--- src/rtl/pio_pkg.sv ---
// Shared types for the non-DMA handshake block.
package pio_pkg;
    // Command phase as seen by the handshake.
    typedef enum logic [1:0] {
        PH_IDLE   = 2'd0,
        PH_EXEC   = 2'd1,
        PH_RESULT = 2'd2
    } phase_t;
endpackage

--- src/rtl/pio_strobe_qual.sv ---
// Synchronises the asynchronous host strobes and qualifies them.
// Assumes host_addr is stable while a strobe is active. Gives one
// single-cycle pulse per rising edge of (cs & address hit & strobe).
module pio_strobe_qual #(
    parameter int AW          = 3,
    parameter int DATA_ADDR   = 5,
    parameter int SYNC_STAGES = 2
) (
    input  logic          clk,
    input  logic          rst_n,
    input  logic          cs_i,
    input  logic          rd_i,
    input  logic          wr_i,
    input  logic [AW-1:0] addr_i,
    output logic          rd_hit_o,
    output logic          wr_hit_o
);
    localparam int NSIG = 3;

    logic [NSIG-1:0] sync_q [SYNC_STAGES];
    logic [AW-1:0]   addr_q;
    logic            rd_prev_q;
    logic            wr_prev_q;
    logic            cs_s, rd_s, wr_s, addr_ok, rd_qual, wr_qual;

    genvar gi;
    generate
        for (gi = 0; gi < SYNC_STAGES; gi++) begin : g_sync
            if (gi == 0) begin : g_first
                // First stage captures the raw asynchronous strobes.
                always_ff @(posedge clk) begin
                    if (!rst_n) sync_q[gi] <= '0;
                    else        sync_q[gi] <= {cs_i, rd_i, wr_i};
                end
            end else begin : g_next
                // Further stages settle metastability.
                always_ff @(posedge clk) begin
                    if (!rst_n) sync_q[gi] <= '0;
                    else        sync_q[gi] <= sync_q[gi-1];
                end
            end
        end
    endgenerate

    // Address is sampled once; it is held stable around the strobe.
    always_ff @(posedge clk) begin
        if (!rst_n) addr_q <= '0;
        else        addr_q <= addr_i;
    end

    assign cs_s    = sync_q[SYNC_STAGES-1][2];
    assign rd_s    = sync_q[SYNC_STAGES-1][1];
    assign wr_s    = sync_q[SYNC_STAGES-1][0];
    assign addr_ok = (addr_q == AW'(DATA_ADDR));
    assign rd_qual = cs_s & rd_s & addr_ok;
    assign wr_qual = cs_s & wr_s & addr_ok;

    // Remember last qualified level for rising-edge detection.
    always_ff @(posedge clk) begin
        if (!rst_n) begin
            rd_prev_q <= 1'b0;
            wr_prev_q <= 1'b0;
        end else begin
            rd_prev_q <= rd_qual;
            wr_prev_q <= wr_qual;
        end
    end

    assign rd_hit_o = rd_qual & ~rd_prev_q;
    assign wr_hit_o = wr_qual & ~wr_prev_q;
endmodule

--- src/rtl/pio_req_gen.sv ---
// Produces the registered data-request level during execution.
// FIFO off: request while a byte is pending, masked the cycle after
// each transfer. FIFO on: a burst starts at the threshold and ends with
// the last byte; non-burst style masks one cycle after each transfer.
// Assumes dp_count reflects a transfer one cycle after the xfer pulse.
module pio_req_gen #(
    parameter int CW = 5
) (
    input  logic          clk,
    input  logic          rst_n,
    input  logic          active_i,
    input  logic          fifo_en_i,
    input  logic          burst_en_i,
    input  logic [CW-1:0] thresh_i,
    input  logic [CW-1:0] count_i,
    input  logic          xfer_i,
    output logic          req_o
);
    logic          burst_q, burst_d;
    logic          req_q, req_d;
    logic [CW-1:0] eff_thr;
    logic          last_byte, gap_mask;

    assign eff_thr   = (thresh_i == '0) ? CW'(1) : thresh_i;
    assign last_byte = (count_i == CW'(1)) & xfer_i;
    assign gap_mask  = xfer_i & (~fifo_en_i | ~burst_en_i);

    // Next burst and request levels from count, mode and transfers.
    always_comb begin
        burst_d = 1'b0;
        if (active_i) begin
            if (!fifo_en_i) begin
                burst_d = (count_i != '0) & ~last_byte;
            end else if (!burst_q) begin
                burst_d = (count_i >= eff_thr) & ~last_byte;
            end else begin
                burst_d = (count_i != '0) & ~last_byte;
            end
        end
        req_d = burst_d & ~gap_mask;
    end

    // Hold the burst state and the request output.
    always_ff @(posedge clk) begin
        if (!rst_n) begin
            burst_q <= 1'b0;
            req_q   <= 1'b0;
        end else begin
            burst_q <= burst_d;
            req_q   <= req_d;
        end
    end

    assign req_o = req_q;
endmodule

--- src/rtl/pio_svc_timer.sv ---
// Measures how long a data request waits for service. The window
// restarts on a transfer or when the request drops. A wait longer than
// the limit sets a sticky overrun that only a new command clears.
module pio_svc_timer #(
    parameter int TW = 16
) (
    input  logic          clk,
    input  logic          rst_n,
    input  logic          pending_i,
    input  logic          xfer_i,
    input  logic [TW-1:0] limit_i,
    input  logic          clear_i,
    output logic          ovr_o
);
    logic [TW-1:0] cnt_q;
    logic          ovr_q;
    logic          expired;

    assign expired = pending_i & ~xfer_i & (cnt_q >= limit_i);

    // Count waiting cycles, saturating at the limit.
    always_ff @(posedge clk) begin
        if (!rst_n)                   cnt_q <= '0;
        else if (!pending_i || xfer_i) cnt_q <= '0;
        else if (cnt_q < limit_i)     cnt_q <= cnt_q + TW'(1);
    end

    // Sticky overrun flag, cleared at command start.
    always_ff @(posedge clk) begin
        if (!rst_n)       ovr_q <= 1'b0;
        else if (clear_i) ovr_q <= 1'b0;
        else if (expired) ovr_q <= 1'b1;
    end

    assign ovr_o = ovr_q;
endmodule

--- src/rtl/pio_xfer_handshake.sv ---
// Top of the non-DMA byte handshake. Tracks the command phase, merges
// the data request and the end-of-execution event onto one interrupt,
// and drives the status bits. The command sequencer supplies the
// cmd_start / exec_done / res_done pulses and the data path supplies
// dp_count, updated one cycle after each host_xfer pulse.
module pio_xfer_handshake #(
    parameter int FIFO_DEPTH  = 16,
    parameter int TW          = 16,
    parameter int AW          = 3,
    parameter int DATA_ADDR   = 5,
    parameter int SYNC_STAGES = 2,
    localparam int CW         = $clog2(FIFO_DEPTH + 1)
) (
    input  logic          clk,
    input  logic          rst_n,
    input  logic          cfg_fifo_en,
    input  logic          cfg_burst,
    input  logic [CW-1:0] cfg_thresh,
    input  logic [TW-1:0] cfg_svc_limit,
    input  logic          cmd_dir_rd,
    input  logic          cmd_start,
    input  logic          exec_done,
    input  logic          res_done,
    input  logic [CW-1:0] dp_count,
    input  logic          host_cs,
    input  logic          host_rd,
    input  logic          host_wr,
    input  logic [AW-1:0] host_addr,
    output logic          host_xfer,
    output logic          host_xfer_rd,
    output logic          irq,
    output logic          st_rqm,
    output logic          st_dio,
    output logic          st_nondma,
    output logic          ovr_err
);
    import pio_pkg::*;

    phase_t phase_q;
    logic   rd_hit, wr_hit;
    logic   in_exec, in_result;
    logic   req_data;
    logic   end_irq_q;
    logic   ovr_flag;

    pio_strobe_qual #(
        .AW(AW), .DATA_ADDR(DATA_ADDR), .SYNC_STAGES(SYNC_STAGES)
    ) i_strobe (
        .clk(clk), .rst_n(rst_n),
        .cs_i(host_cs), .rd_i(host_rd), .wr_i(host_wr), .addr_i(host_addr),
        .rd_hit_o(rd_hit), .wr_hit_o(wr_hit)
    );

    assign in_exec      = (phase_q == PH_EXEC);
    assign in_result    = (phase_q == PH_RESULT);
    assign host_xfer    = in_exec & (cmd_dir_rd ? rd_hit : wr_hit);
    assign host_xfer_rd = host_xfer & cmd_dir_rd;

    pio_req_gen #(.CW(CW)) i_req (
        .clk(clk), .rst_n(rst_n),
        .active_i(in_exec), .fifo_en_i(cfg_fifo_en), .burst_en_i(cfg_burst),
        .thresh_i(cfg_thresh), .count_i(dp_count), .xfer_i(host_xfer),
        .req_o(req_data)
    );

    pio_svc_timer #(.TW(TW)) i_timer (
        .clk(clk), .rst_n(rst_n),
        .pending_i(req_data & in_exec), .xfer_i(host_xfer),
        .limit_i(cfg_svc_limit), .clear_i(cmd_start & ~in_exec & ~in_result),
        .ovr_o(ovr_flag)
    );

    // Command phase sequencing.
    always_ff @(posedge clk) begin
        if (!rst_n) begin
            phase_q <= PH_IDLE;
        end else begin
            unique case (phase_q)
                PH_IDLE:   if (cmd_start) phase_q <= PH_EXEC;
                PH_EXEC:   if (exec_done) phase_q <= PH_RESULT;
                PH_RESULT: if (res_done)  phase_q <= PH_IDLE;
                default:   phase_q <= PH_IDLE;
            endcase
        end
    end

    // End-of-execution interrupt: set on exec_done, cleared by first result read.
    always_ff @(posedge clk) begin
        if (!rst_n)                     end_irq_q <= 1'b0;
        else if (in_exec && exec_done)  end_irq_q <= 1'b1;
        else if (in_result && (rd_hit || res_done)) end_irq_q <= 1'b0;
    end

    assign irq       = (req_data & in_exec) | end_irq_q;
    assign st_rqm    = irq;
    assign st_nondma = req_data & in_exec;
    assign st_dio    = in_result | (in_exec & cmd_dir_rd);
    assign ovr_err   = in_result & ovr_flag;
endmodule

--- config.mk ---
export PLATFORM = sky130hd
export DESIGN_NAME = pio_xfer_handshake
export DESIGN_NICKNAME = d
export VERILOG_FILES = /design/src/rtl/pio_pkg.sv /design/src/rtl/pio_strobe_qual.sv /design/src/rtl/pio_req_gen.sv /design/src/rtl/pio_svc_timer.sv /design/src/rtl/pio_xfer_handshake.sv
export SDC_FILE = /design/constraint.sdc
export NUM_CORES = 1
export LEC_CHECK = 0
export ABC_CLOCK_PERIOD_IN_PS = 3400
export BUFFER_PORTS_ARGS = -buffer_cell sky130_fd_sc_hd__buf_2
export CAP_MARGIN = 20
export CELL_PAD_IN_SITES_DETAIL_PLACEMENT = 1
export CELL_PAD_IN_SITES_GLOBAL_PLACEMENT = 2
export CORE_MARGIN = 2
export CORE_UTILIZATION = 30
export DETAILED_ROUTE_END_ITERATION = 10
export GPL_TIMING_DRIVEN = 0
export PLACE_DENSITY = 0.81
export SYNTH_ARGS = -nofsm -noshare
export SYNTH_HDL_FRONTEND = slang
export SYNTH_SLANG_ARGS = --single-unit
--- constraint.sdc ---
create_clock -name clk -period 3.4 [get_ports clk]
set_clock_uncertainty 0.05 [all_clocks]
set_input_delay 0.34 -clock clk [delete_from_list [all_inputs] [get_ports clk]]
set_output_delay 0.34 -clock clk [all_outputs]
set_load 0.01 [all_outputs]
==> impl_metrics.yaml, run 1 <==
status:
  status: "completed"
final_layout:
  final_layout_size_suffix_gt1_share_pct: 20.6
  syn2layout_area_growth_pct: 23.0
  seqCellArea_um2: 661
  finalInstanceArea_mm2: 0.00239
  antenna_cells: 0
  fillers: 801
  multiInputGateArea_mm2: 0.00115
  final_nets: 352
placement:
  numPortBuffers: 46
  hpwlAfterDp_mm: 3.62
  dpl_cell_area_mm2: 0.00227
  finalWeightedCongestion: 0.780
  pre_cts_slack_ns: 0.465
timing:
  setup_viol: 0
  fin_crit_ns: 2.80
  max_freq_ghz: 0.357
  timing.slew.headroom_pct: 57.3
  hold_viol: 0
  worst_slew_pin_slew_ns: 0.631
  hold_slack_ns: 0.206
  worst_slack_ns: 0.602
  slew_violations: 0
  rsz0062_at_grt: "false"
  fin_crit_sh_pct: 82.3
  fin_setup_tns_ns: 0
route:
  wire_per_inst_um: 12.3
  vias_per_cell: 5.02
  first_iter_violations: 96
  finalWirelength_mm: 4.51
  drt_pass1_iterations: 4
  num_vias: 1846
  ant_nets: 0
  drc: 0
floorplanning:
  dieArea_mm2: 0.00714
  core_area_mm2: 0.00631
  die_y_um: 84.5
  rows: 29
  die_w_um: 84.5
  initial_core_util_pct: 30.8
  io_pins: 47
setup_path:
  worstPathMaxFanout: 10
  worstSetupPathType: "reg -> reg"
  required_ns: 3.50
  start_kind: "register"
  end_kind: "register"
  worstPathArrival_ns: 2.90
job:
  maxCapViolations: 0
yosys:
  synth_cells: 237
  yosys_register_bits: 33
  seq_area_frac_synth_pct: 34.0
  synth_area_mm2: 0.00194
  syn_nets: 299
  ys_warn_count: 0
  yosys.cell_types.count: 38
  syn_area_per_cell_um2: 8.20
cts:
  cts.repair.resized: 0
  cts_hold_buf: 0
  cts_setup_buffers: 0
  cts_tree: "built"
  cts.path.max_buffers: 2
  htree_levels: 2
  cts.sinks: 33
  cts_buffers: 5
  clockRootBuffer: "clkbuf_8"
  clk_pin_slew_ns: 0.07
  clk_latency_ns: 0.28
power_and_ir_drop:
  power.leakage_uw: 0.00107
  power.density_mw_per_mm2: 362
  irDropWorstVdd_uv: 194
global_route:
  grt_first_pass_wirelength_mm: 8.11
  gr-usage-all-layers_pct: 13.7
  gr-total-overflow: 0
  grt_antenna_before_repair: 0
  grt_max_degree: 12
  grt_pass1_vias: 1866
worst_hold_path:
  min_path_type: "in -> reg"
[cell usage after synthesis]
library cell   n  area, µm²
and3_1         6       37.5
dfxtp_1       33        661
nor3b_1        2       15.0
or4_1         10       75.1
o31ai_1        9       67.6
and2_1         9       56.3
nand4_2        1       12.5
clkbuf_1       4       15.0
and4_1         1       8.76
nand3_1        9       45.0
nor2_1        11       41.3
a21oi_1       25        125
a21boi_0       1       7.51
nand2b_1       4       25.0
ha_1          22        275
or4b_4         1       13.8
nand2_1       17       63.8
nor4_1         1       6.26
a211oi_1       4       30.0
or2_2          2       12.5
inv_1         25       93.8
o21ai_0       13       65.1
buf_4          1       7.51
a41o_1         1       10.0
o211ai_1       1       7.51
and2_0         1       6.26
nor4b_1        1       8.76
buf_6          1       11.3
mux2i_1        1       10.0
a21o_1         1       7.51
and4b_1        1       10.0
and3b_1        1       8.76
nor2b_1        3       18.8
buf_1          1       3.75
nor3_1         3       15.0
or3_1          6       37.5
xnor2_1        1       8.76
nand4_1        3       18.8
[critical path, stage by stage, from the launching register on]
cell and delay [ns]:
dfxtp_1 0.43, ha_1 0.28, nand4_2 0.11, nor3_1 0.07, or3_1 0.37, or4b_4 0.57, buf_6 0.16, clkbuf_1 0.22
o31ai_1 0.31, a21oi_1 0.09
[through the flow]
stage	instances	power [µW]	utilization (%)
3_5_place_dp	360	487	35.9
4_1_cts	368	875	37.9
6_report	368	864	37.9
2_1_floorplan	237	451	-
5_1_grt	368	905	37.9
3_3_place_gp	360	485	35.9
[cell type report]
cell class / count / share of cell area (%)
timing repair buffer: 46 / 9.63
tap: 77 / 4.03
sequential: 33 / 27.6
multi-input combinational: 172 / 48.2
buffer: 7 / 1.57
inverter: 25 / 3.93
clock buffer: 6 / 3.46
clock inverter: 2 / 1.57
[cell families (layout without fill, tap and decap cells)]
| family | count (synthesis) | count (layout) | synth area share (%) |
|---|---|---|---|
| compound gates | 55 | 55 | 16.5 |
| xor+xnor | 1 | 1 | 0.451 |
| fa+ha+maj | 22 | 22 | 14.2 |
| buf+inv | 32 | 86 | 6.76 |
| flops | 33 | 33 | 34.0 |
| mux | 1 | 1 | 0.515 |
| simple gates | 93 | 93 | 27.6 |
[layer usage]
layer | up-vias | wire [µm] | track usage, %
li1 | 950 | - | -
met1 | 856 | 2250 | 17.9
met2 | 38 | 2050 | 22.9
met3 | 2 | 193 | 3.24
met4 | 0 | 16 | 3.46
met5 | - | 0 | 0
[registers in the layout, summed over array words and instances (netlist names)]
name                cells
i_strobe.rd_prev_q      1
i_req.burst_q           1
i_timer.cnt_q          16
i_timer.ovr_o           1
i_strobe.addr_q         3
i_strobe.wr_prev_q      1
phase_q                 2
end_irq_q               1
i_strobe.sync_q         6
i_req.req_o             1
[layout by cell type, fill, tap and decap left out, drive strengths merged, types with 2 or more instances in the layout]
cell type and n:
buf 49, dfxtp 33, inv 25, a21oi 25
ha 22, nand2 17, o21ai 13, nor2 11
or4 10, and2 10, clkbuf 10, nand3 9
o31ai 9, or3 6, and3 6, nand2b 4
a211oi 4, nand4 4, nor2b 3, nor3 3
nor3b 2, or2 2
[worst paths after layout]
check,startpoint,to,slack [ns],depth (start not counted)
worst min register to register,i_strobe.sync_q[0][1]$_SDFF_PN0_,i_strobe.sync_q[1][1]$_SDFF_PN0_,0.39,1
worst max register to register,i_timer.cnt_q[12]$_SDFFE_PP0P_,i_timer.cnt_q[5]$_SDFFE_PP0P_,0.60,9
worst min-delay path,host_cs,i_strobe.sync_q[0][2]$_SDFF_PN0_,0.21,2
worst max-delay path,i_timer.cnt_q[12]$_SDFFE_PP0P_,i_timer.cnt_q[5]$_SDFFE_PP0P_,0.60,9
[power breakdown]
| group | leakage, µW | switching [µW] | total (µW) | internal, µW |
|---|---|---|---|---|
| clock | 0.0000574 | 149 | 387 | 238 |
| combinational | 0.000745 | 36.6 | 77.8 | 41.1 |
| sequential | 0.000269 | 4.02 | 399 | 395 |
| total | 0.00107 | 190 | 864 | 674 |
Power figures use the tool's default switching activity.
==> inputs of run 2 (changes only) <==
--- a/config.mk
+++ b/config.mk
@@ -5,7 +5,8 @@
 export SDC_FILE = /design/constraint.sdc
 export NUM_CORES = 1
 export LEC_CHECK = 0
-export ABC_CLOCK_PERIOD_IN_PS = 3400
+export ABC_AREA = 1
+export ABC_CLOCK_PERIOD_IN_PS = 2900
 export BUFFER_PORTS_ARGS = -buffer_cell sky130_fd_sc_hd__buf_2
 export CAP_MARGIN = 20
 export CELL_PAD_IN_SITES_DETAIL_PLACEMENT = 1
@@ -14,7 +15,7 @@
 export CORE_UTILIZATION = 30
 export DETAILED_ROUTE_END_ITERATION = 10
 export GPL_TIMING_DRIVEN = 0
-export PLACE_DENSITY = 0.81
+export PLACE_DENSITY = 0.83
 export SYNTH_ARGS = -nofsm -noshare
 export SYNTH_HDL_FRONTEND = slang
 export SYNTH_SLANG_ARGS = --single-unit
==> constraint.sdc (replaced) <==
create_clock -name clk -period 2.9 [get_ports clk]
set_clock_uncertainty 0.05 [all_clocks]
set_input_delay 0.29 -clock clk [delete_from_list [all_inputs] [get_ports clk]]
set_output_delay 0.29 -clock clk [all_outputs]
set_load 0.01 [all_outputs]
==> impl_metrics.yaml, run 2 <==
global_route:
  gr-usage-all-layers_pct: 13.7
  gr-total-overflow: 0
  grt_max_degree: 13
  grt_first_pass_wirelength_mm: 9.26
  grt_pass1_vias: 2139
  grt_antenna_before_repair: 0
cts:
  clockRootBuffer: "clkbuf_8"
  cts_buffers: 5
  cts.path.max_buffers: 2
  clk_pin_slew_ns: 0.08
  cts_hold_buf: 0
  cts_tree: "built"
  cts.repair.resized: 0
  htree_levels: 2
  cts.sinks: 33
  cts_setup_buffers: 0
  clk_latency_ns: 0.28
timing:
  setup_viol: 0
  max_freq_ghz: 0.537
  rsz0062_at_grt: "false"
  timing.slew.headroom_pct: 72.7
  fin_crit_sh_pct: 64.2
  fin_crit_ns: 1.86
  fin_setup_tns_ns: 0
  worst_slew_pin_slew_ns: 0.410
  slew_violations: 0
  hold_viol: 0
power_and_ir_drop:
  irDropWorstVdd_uv: 212
  internal-power_uw: 859
  swShare_pct: 22.4
  p_comb_share_pct: 9.4
  p_sw_uw: 248
  power.density_mw_per_mm2: 408
  fin_total_pwr_uw: 1110
  power.leakage_uw: 0.00142
  pwr-share-seq_pct: 42.4
  pwr-share-clk_pct: 48.2
setup_path:
  end_kind: "register"
  worstPathMaxFanout: 10
  cpPeakStageDelay_ns: 0.43
  required_ns: 3.03
  rrSetupSlack_ns: 1.04
  cpLargestDelayFamily: "compound AO/OA/AOI/OAI gates"
  worstSetupPathType: "reg -> reg"
  worstPathArrival_ns: 1.99
  start_kind: "register"
  r2r_cells: 8
  crit_cells: 8
  startpoint: "i_timer.cnt_q[11]$_SDFFE_PP0P_"
  path_buf_inv: 1
  critPathSlowestCell: "dfxtp_1"
  r2r_start: "i_timer.cnt_q[11]$_SDFFE_PP0P_"
  cp_cell_sequence: "ha_1, a21oi_2, nand2_2, a21oi_4, nand2_4, buf_6, nand2_1, a21oi_1"
worst_hold_path:
  worstHoldPathCells: 3
  min_path_type: "in -> reg"
  hp-start: "host_wr"
final_layout:
  reg_top3: "i_timer.cnt_q: 16 flops, i_strobe.sync_q: 6 flops, i_strobe.addr_q: 3 flops"
  fillers: 956
  final_layout_size_suffix_gt1_share_pct: 21.8
  antenna_cells: 0
  largest_reg_flops: 16
  syn2layout_area_growth_pct: 22.2
  final_nets: 433
  most-common-layout-cells: "nand2_1, inv_1, buf_2"
  mostFrequentLayoutCell: "nand2_1"
  largest-register: "i_timer.cnt_q"
floorplanning:
  die_w_um: 90.0
  dieArea_mm2: 0.00810
  initial_core_util_pct: 30.7
  core_area_mm2: 0.00721
  io_pins: 47
  rows: 31
  die_y_um: 90.0
route:
  num_vias: 2126
  finalWirelength_mm: 5.22
  ant_nets: 0
  drt_pass1_iterations: 4
  drc: 0
  vias_per_cell: 4.51
  wire_per_inst_um: 11.1
  first_iter_violations: 38
yosys:
  synth_top_cell_by_area: "dfxtp_1"
  synth_most_common_cell: "nand2_1"
  seq_area_frac_synth_pct: 29.8
  syn_nets: 380
  synth_ff_type: "dfxtp_1"
  synth_top_area_share_pct: 29.8
  yosys-top-cells-area: "dfxtp_1, nand2_1, ha_1, inv_1, a21oi_1"
  synth_cells: 318
  yosys_register_bits: 33
  synth-edff-count: 0
  synth_area_mm2: 0.00222
  syn_area_per_cell_um2: 6.98
  synth_common_cells: "nand2_1, inv_1, dfxtp_1, a21oi_1, nand3_1"
  ys_warn_count: 0
  async_flop_share_pct: 0
  yosys.cell_types.count: 32
placement:
  hpwlAfterDp_mm: 4.22
  finalWeightedCongestion: 0.749
  numPortBuffers: 46
job:
  maxCapViolations: 0
status:
  status: "completed"
run 2: cell types whose count changed after synthesis, moves of 5 or more:
cell     previous run  this run
o31ai_1             9         0
nand2_1            17        77
nand2_2             0         5
xor2_1              0         7
nand3_1             9        24
o21ai_0            13         4
nor2_1             11        22
or4_1              10         0
inv_1              25        57
and3_1              6         0
or3_1               6         0
and2_1              9         0
run 2: path summary, 6_finish.rpt:
| path | end |
|---|---|
| min | i_strobe.sync_q[0][0]$_SDFF_PN0_ |
| max reg2reg | i_timer.cnt_q[2]$_SDFFE_PP0P_ |
| min reg2reg | i_strobe.sync_q[1][2]$_SDFF_PN0_ |
| max | i_timer.cnt_q[2]$_SDFFE_PP0P_ |
run 2: kinds of logic after synthesis:
kind of cell               Yosys count  synth area share [%]
DFF                                 33                  29.8
xor gates and xnor gates             9                  3.55
buffers and inverters               65                  12.4
adders and majority gates           22                  12.4
AOI/OAI and AO/OA                   36                  9.42
and+or+nand+nor                    153                  32.5
run 2: through the flow:
| step | instances | util (%) | cell area [µm²] | setup WS, ns | hold slack [ns] |
|---|---|---|---|---|---|
| detailed placement | 463 | 35.7 | 2570 | 1.00 | 0.354 |
| CTS | 471 | 37.6 | 2710 | 0.982 | 0.124 |
| floorplan | 318 | - | 2220 | 1.29 | 0.338 |
| global route | 471 | 37.6 | 2710 | 0.848 | 0.127 |
| global placement | 463 | 35.7 | 2570 | 1.04 | 0.344 |
| finish | 471 | 37.6 | 2710 | 1.04 | 0.133 |
run 2: layout make-up:
cell class	count	area, µm²	share of cell area [%]
clock buffers	5	68.8	2.54
inverters	59	221	8.17
repair buffers	46	230	8.49
multi-input cells	220	1280	47.4
flip-flops and latches	33	661	24.4
clock inverters	3	68.8	2.54
well taps	99	124	4.57
plain buffers	6	52.6	1.94
run 2: power groups by stage:
stage                     sequential (µW)  combinational [µW]  clock, µW
after floorplan                       479                60.7          0
after detailed placement              481                 106          0
after CTS                             470                 107        553
final                                 470                 104        533
after global routing                  471                 123        573
after global placement                480                 102          0
run 2: routing by layer:
layer | vias to the layer above | global-route usage [%] | part of all wire [%]
li1 | 1105 | - | -
met1 | 974 | 16.9 | 46
met2 | 41 | 24.1 | 48
met3 | 6 | 2.60 | 4.0
met4 | 0 | 4.36 | 1.6
met5 | - | 0 | 0
run 2: worst min-delay path: stages:
cell,delay (ns)
buf_2,0.07
nand2_1,0.04
inv_1,0.04
